<file path="src/rtl/smb_slave_rx.sv">
module smb_slave_rx #(
  parameter int ADDR_W = 7
) (
  input  logic              clk,
  input  logic              rst_n,
  input  logic              scl_i,
  input  logic              sda_i,
  output logic              scl_pull,
  output logic              sda_pull,
  input  logic [ADDR_W-1:0] own_addr,
  input  logic              inhibit,
  input  logic              ack_bit,
  input  logic              irq_clr,
  input  logic              dat_wr,
  output logic              irq,
  output logic              ack_req,
  output logic [ADDR_W:0]   rx_data,
  output logic              rx_mode,
  output logic              tx_mode
);
  localparam int BYTE_W = ADDR_W + 1;
  localparam int CNT_W  = $clog2(BYTE_W + 1);

  typedef enum logic [2:0] {S_IDLE, S_ADDR, S_DATA, S_HOLD, S_ACKB, S_BLOCK} st_t;
  st_t state;

  logic scl_m, scl_s, scl_q, sda_m, sda_s, sda_q;
  logic [CNT_W-1:0]  cnt;
  logic [BYTE_W-1:0] shreg;
  logic is_addr, low_seen, ack_l, ack_rise;

  always_ff @(posedge clk or negedge rst_n) begin
    if (!rst_n) begin
      {scl_m, scl_s, scl_q} <= 3'b111;
      {sda_m, sda_s, sda_q} <= 3'b111;
    end else begin
      {scl_m, scl_s, scl_q} <= {scl_i, scl_m, scl_s};
      {sda_m, sda_s, sda_q} <= {sda_i, sda_m, sda_s};
    end
  end

  wire start_c  = scl_s & scl_q & sda_q & ~sda_s;
  wire stop_c   = scl_s & scl_q & ~sda_q & sda_s;
  wire scl_rise = scl_s & ~scl_q;
  wire scl_fall = ~scl_s & scl_q;
  wire last_bit = (cnt == CNT_W'(BYTE_W - 1));
  wire [BYTE_W-1:0] full = {shreg[BYTE_W-2:0], sda_s};
  wire addr_ok  = !inhibit && full[BYTE_W-1:1] == own_addr && !full[0];

  always_ff @(posedge clk or negedge rst_n) begin
    if (!rst_n) begin
      state    <= S_IDLE;
      cnt      <= '0;
      shreg    <= '0;
      is_addr  <= 1'b0;
      low_seen <= 1'b0;
      ack_l    <= 1'b0;
      ack_rise <= 1'b0;
      irq      <= 1'b0;
      ack_req  <= 1'b0;
      rx_data  <= '0;
      rx_mode  <= 1'b0;
      tx_mode  <= 1'b0;
    end else if (start_c) begin
      state    <= S_ADDR;
      cnt      <= '0;
      low_seen <= 1'b0;
      ack_rise <= 1'b0;
      rx_mode  <= 1'b0;
      tx_mode  <= 1'b0;
    end else if (stop_c) begin
      state   <= S_IDLE;
      rx_mode <= 1'b0;
      tx_mode <= 1'b0;
    end else begin
      case (state)
        S_ADDR, S_DATA: if (scl_rise) begin
          shreg <= full;
          cnt   <= cnt + CNT_W'(1);
          if (last_bit) begin
            cnt      <= '0;
            low_seen <= 1'b0;
            is_addr  <= (state == S_ADDR);
            if ((state == S_ADDR) ? addr_ok : rx_mode) begin
              irq     <= 1'b1;
              ack_req <= 1'b1;
              rx_data <= full;
              state   <= S_HOLD;
              if (state == S_ADDR) rx_mode <= 1'b1;
            end else begin
              state <= S_BLOCK;
            end
          end
        end
        S_HOLD: begin
          if (scl_fall) low_seen <= 1'b1;
          if (irq_clr) begin
            irq      <= 1'b0;
            ack_req  <= 1'b0;
            ack_l    <= ack_bit;
            ack_rise <= 1'b0;
            state    <= S_ACKB;
          end
        end
        S_ACKB: begin
          if (scl_fall && !low_seen) low_seen <= 1'b1;
          if (scl_rise && low_seen) ack_rise <= 1'b1;
          if (scl_fall && ack_rise) begin
            cnt <= '0;
            if (is_addr && !ack_l) begin
              state   <= S_BLOCK;
              rx_mode <= 1'b0;
            end else begin
              state <= S_DATA;
            end
          end
        end
        default: ;
      endcase
      if (dat_wr && rx_mode) begin
        tx_mode <= 1'b1;
        rx_mode <= 1'b0;
      end
    end
  end

  assign scl_pull = (state == S_HOLD) & irq & low_seen;
  assign sda_pull = (state == S_ACKB) & ack_l & low_seen;
endmodule


</file>
<file path="config.mk">
export PLATFORM = sky130hd
export DESIGN_NAME = smb_slave_rx
export DESIGN_NICKNAME = d
export VERILOG_FILES = /design/src/rtl/smb_slave_rx.sv
export SDC_FILE = /design/constraint.sdc
export NUM_CORES = 1
export LEC_CHECK = 0
export BUFFER_PORTS_ARGS = -buffer_cell sky130_fd_sc_hd__buf_2
export CAP_MARGIN = 10
export CORE_MARGIN = 2
export CORE_UTILIZATION = 56
export CTS_CLUSTER_SIZE = 24
export DETAILED_ROUTE_END_ITERATION = 16
export GPL_TIMING_DRIVEN = 0
export HOLD_SLACK_MARGIN = 0.08
export MAX_ROUTING_LAYER = met4
export PLACE_DENSITY = 0.79
export SETUP_SLACK_MARGIN = 0.05
export SLEW_MARGIN = 20
export SYNTH_ARGS = -nofsm -noshare
export SYNTH_HDL_FRONTEND = slang
export SYNTH_SLANG_ARGS = --single-unit
</file>
<file path="constraint.sdc">
create_clock -name clk -period 2.69 [get_ports clk]
set_input_delay 0.6725 -clock clk [delete_from_list [all_inputs] [get_ports clk]]
set_output_delay 0.6725 -clock clk [all_outputs]
set_load 0.005 [all_outputs]
</file>
Word level (Yosys, flattened, before mapping)
Index checks and enable logic that the tools add are counted.
- add/sub/neg operators: 1
- multiply operators: 0
- divide/modulo/power cells: 0
- magnitude comparators: 0
- eq/ne operators: 28
- shifts and indexed selects: 0
- multiplexer cells: 45
- bitwise logic cells: 17
- reductions and logical operators: 29
- operator list (kind ; count):
    inequality test 5 bit (second input constant) ; 6
    2-to-1 mux 1 bit ; 26
    2-to-1 mux 3 bit ; 8
    inequality test 3 bit (second input constant) ; 7
    2-to-1 mux 4 bit ; 5
    inequality test 4 bit (second input constant) ; 4
    AND reduction 4 bit ; 4
    AND reduction 7 bit ; 2
    AND reduction 6 bit ; 2
    AND 1 bit ; 11
    inequality test 2 bit (second input constant) ; 5
    AND reduction 5 bit ; 2
    nonzero test 5 bit ; 2
    one-hot mux 3 bit (3 select lines) ; 1
    nonzero test 3 bit ; 3
    one-hot mux 4 bit (2 select lines) ; 1
    equality test 7 bit ; 1
    logical AND 1 bit ; 7
    equality test 3 x 2 -> 1 bit (second input constant) ; 2
    inverter 1 bit ; 6
    one-hot mux 1 bit (2 select lines) ; 3
    adder 4 x 1 -> 4 bit (second input constant) ; 1
    equality test 4 x 3 -> 1 bit (second input constant) ; 1
    zero test 1 bit ; 4
    other kinds (6) ; 6
- register bits after elaboration: 35
- latch bits: 0
- bits in writable memories: 0
- bits in read-only memories: 0
- input port bits: 15
- output and inout port bits: 14
- word-level logic and storage cells: 137
- memories: 0

Depth between registers and ports, before layout
- depth after elaboration: 11
- gate-level depth with buffers: 7
- mapped depth without buffers: 6

Worst setup path after synthesis
Ideal clock, no wire load.
- kind: input to register
- start: input own_addr[6]
- end: register rx_data[0]
- setup time: 0.125 ns
- data arrival time: 1.971 ns
- data required time: 2.565 ns
- slack: 0.594 ns
- cell stages on the path: 6
- path through: xor2_1 nor4_2 nand3_2 a211o_1 buf_6 mux2_4
- longest elaborated chain between the ends: 5
- ends and longest elaborated chain (item ; RTL line ; source):
    start, declared ; 10 ; input logic [ADDR_W-1:0] own_addr,
    equality test 7 bit ; 48 ; wire addr_ok = !inhibit && full[BYTE_W-1:1] == own_addr && !full[0];
    logical AND 1 bit (2 in series) ; 48 ;
    2-to-1 mux 1 bit ; 84 ; if ((state == S_ADDR) ? addr_ok : rx_mode) begin
    AND reduction 6 bit (no line) ; - ;
    end signal, assigned ; 87 ; rx_data <= full;
    end, declared ; 17 ; output logic [ADDR_W:0] rx_data,
No other way between the ends.
A chain may end at the register's enable or synchronous reset.

Worst setup path in the final report
- start: register state[0]
- end: output sda_pull
- longest elaborated chain between the ends: 3
- ends and longest elaborated chain (item ; RTL line ; source):
    start, declared ; 25 ; st_t state;
    start signal, assigned ; 52 ; state <= S_IDLE;
    start signal, assigned ; 65 ; state <= S_ADDR;
    start signal, assigned ; 72 ; state <= S_IDLE;
    equality test 3 bit ; 128 ; assign sda_pull = (state == S_ACKB) & ack_l & low_seen;
    AND 1 bit (2 in series) ; 128 ;
    end, declared ; 9 ; output logic sda_pull,
No other way between the ends.

==> metrics.cfg <==
[logic_synthesis]
synth_simple_gate_area_share_pct=23.8
synth.ff_latch_count=35
synthArstFlopShare_pct=100
synth_top_family_by_area=simple AND/OR/NAND/NOR gates
seq_area_frac_synth_pct=48.4
syn_avg_cell_area_um2=10.4
yosysUniqueCellTypes=48
ys.flop_type=dfrtp_1
yosys_warnings=0
syn_nets=191
muxShareOfSynthArea_pct=7.81
synth-edff-count=0
synth_area_um2=1830
synth_compound_area_share_pct=11.7
synth_xor_xnor_area_share_pct=3.84
syn_inst=175
synthAdderAreaFrac_pct=0.685

[outcome]
status=finished clean

[worst_setup_path]
r2r_start=state[0]$_DFFE_PN0P_
r2r_cells=6
worstSetupStartpointType=register
critPathKind=reg2out
cpMaxStageDelayCell=nor3b_2
reg2reg_setup_slack_ns=0.42
slowest_delay_ns=0.48
reg2reg_to=rx_mode$_DFFE_PN0P_
startpoint=state[0]$_DFFE_PN0P_
crit_fanout=10
end_kind=primary output
worstPathCellList=clkbuf_1 > nor3b_2 > and3_1 > buf_2
cp_data_required_time_ns=2.02
cp.arrival_ns=1.76

[power_and_ir_drop]
total_power_w=0.00138
cellLeakagePower_nw=1.06
power_density_nw_per_um2=666
peakVddDrop_mv=0.372

[finish]
fillers=265
multi_input_area_um2=875
final_common_cell=nand2_1
final_cell_mix=35 x nand2_1, 29 x buf_2, 29 x dfrtp_1
fin_cells=255
layout.nets=226
drive_above_1_share_pct=29.4
fin_area_um2=2080
diodes=0
syn2layout_area_growth_pct=13.6
regArea_um2=883

[timing]
timing_worst_slew_pin_value_ns=0.795
period_needed_ns=2.43
max_freq_ghz=0.411
setup-violations-final=0
hold_violations=0
fin_crit_sh_pct=90.4
tns_ns=0
slew_violations=0
rsz0062_at_grt=no
clock_skew_ns=0.00800
maxSlewHeadroom_pct=46.9

[route]
via_count=1469
drtIter0Drc=107
wl_per_cell_um=15.5
drc=0
viasPerCell=5.76
ant_nets=0
routed_wl_um=3960
first_pass_iters=5

[global_routing]
grt_pass1_vias=1445
grt_pass1_wl_um=6700
grt_antenna_before_repair=0
grt_usage_pct=25.5
grt-ovfl-total=0
grt_max_degree=36
gr-usage-met3_pct=6.30
met1_usage_pct=34.5
use_met2_pct=37.2
top_usage_layer=met2

[placement]
globalplace.congestion=0.988
dp_hpwl_um=2900
placed_cells_incl_taps=247
port_buffers=28
dpl-instance-area_um2=2020

[die]
dieArea_um2=3740
boundaryPins=29
die_w_um=61.1
num_rows=20
initial_core_util_pct=59.3
die_h_um=61.1
core_um2=3080

[min_path]
min_to=scl_s$_DFF_PN1_
min_path_cells=0
hold_start=scl_m$_DFF_PN1_
hp-class=reg2reg

[clock_tree]
clk_latency_ns=0.35
cts_max_level=2
clockBufferDepth=2
tritoncts=built
cts_resized=0
cts_setup_buffers=0
cts_buffers=5
cts_sinks=35
clk_pin_slew_worst_paths_ns=0.11
root_buffer=clkbuf_4
ctsHoldBuffers=0

[run]
cap_violations=0

-- cell families after synthesis --
logic type	Yosys count
buffers and inverters	11
and+or+nand+nor	78
AOI/OAI and AO/OA	32
DFF	35
adders and majority gates	1
muxes	10
xor gates and xnor gates	8
-- worst max-delay path, delay by kind of cell (launching register included) --
| kind | cells | cell delay, ns |
|---|---|---|
| AND/OR/NAND/NOR | 2 | 0.69 |
| flip-flops | 1 | 0.39 |
| buffers and inverters | 2 | 0.33 |
-- registers in the layout (all words and copies together) (netlist names) --
name and count:
shreg 7, sda_q 1, sda_s 1, rx_mode 1, is_addr 1, state 3, rx_data 8, sda_m 1
scl_m 1, scl_q 1, scl_s 1, low_seen 1, ack_req 1, ack_rise 1, ack_l 1, cnt 4
tx_mode 1
-- per-stage QoR --
step | worst slack, ns | hold WS, ns | util, %
6_report | 0.257 | 0.363 | 67.4
4_1_cts | 0.263 | 0.367 | 67.4
2_1_floorplan | 0.594 | 0.345 | -
5_1_grt | 0.167 | 0.371 | 67.4
3_5_place_dp | 0.348 | 0.351 | 65.7
3_3_place_gp | 0.336 | 0.349 | 65.7
-- where the power goes --
part	switching, W	internal, W	total (W)	leakage [nW]
registers	0.000116	0.000631	0.000747	0.444
clock network	0.000180	0.000101	0.000281	0.0282
logic	0.000189	0.000166	0.000356	0.590
total	0.000485	0.000898	0.00138	1.06
-- layer usage --
| metal | vias to the layer above | share of wire, % |
|---|---|---|
| li1 | 695 | - |
| met1 | 717 | 43 |
| met2 | 48 | 48 |
| met3 | 9 | 7.2 |
| met4 | 0 | 1.6 |
| met5 | - | 0 |
-- cells in the mapped netlist, types with 2 or more instances --
cell type	n	area share, %
nand2_1	35	7.2
dfrtp_1	29	40
a21oi_1	9	2.5
mux2_4	8	6.6
xor2_1	8	3.8
nor2_1	7	1.4
dfstp_2	6	8.6
nand4b_1	5	2.4
a31oi_1	4	1.4
nand3_1	4	1.1
nor3_1	4	1.1
and3b_1	3	1.4
buf_6	3	1.8
clkbuf_1	3	0.62
inv_1	3	0.62
nor2b_1	3	1.0
o21ai_0	3	0.82
o21ai_1	3	0.82
and3_1	2	0.68
mux2_1	2	1.2
nand2b_1	2	0.68
o211ai_1	2	0.82
or3b_4	2	1.2
-- cell type report --
class	instances	share of cell area [%]
Clock inverter	2	0.603
Buffer	8	2.77
Tap cell	44	2.65
Clock buffer	6	1.99
Sequential cell	35	42.6
Multi-Input combinational cell	129	42.1
Timing Repair Buffer	28	6.75
Inverter	3	0.542
-- worst max path at each step --
stage	end	slack (ns)	cells past startpoint
2_1_floorplan	rx_data[0]$_DFFE_PN0P_	0.59	6
3_3_place_gp	rx_data[6]$_DFFE_PN0P_	0.34	7
3_5_place_dp	rx_data[5]$_DFFE_PN0P_	0.35	7
4_1_cts	sda_pull	0.26	4
5_1_grt	sda_pull	0.17	4
6_report	sda_pull	0.26	4
Note: power is estimated with default switching activity, not from simulation.
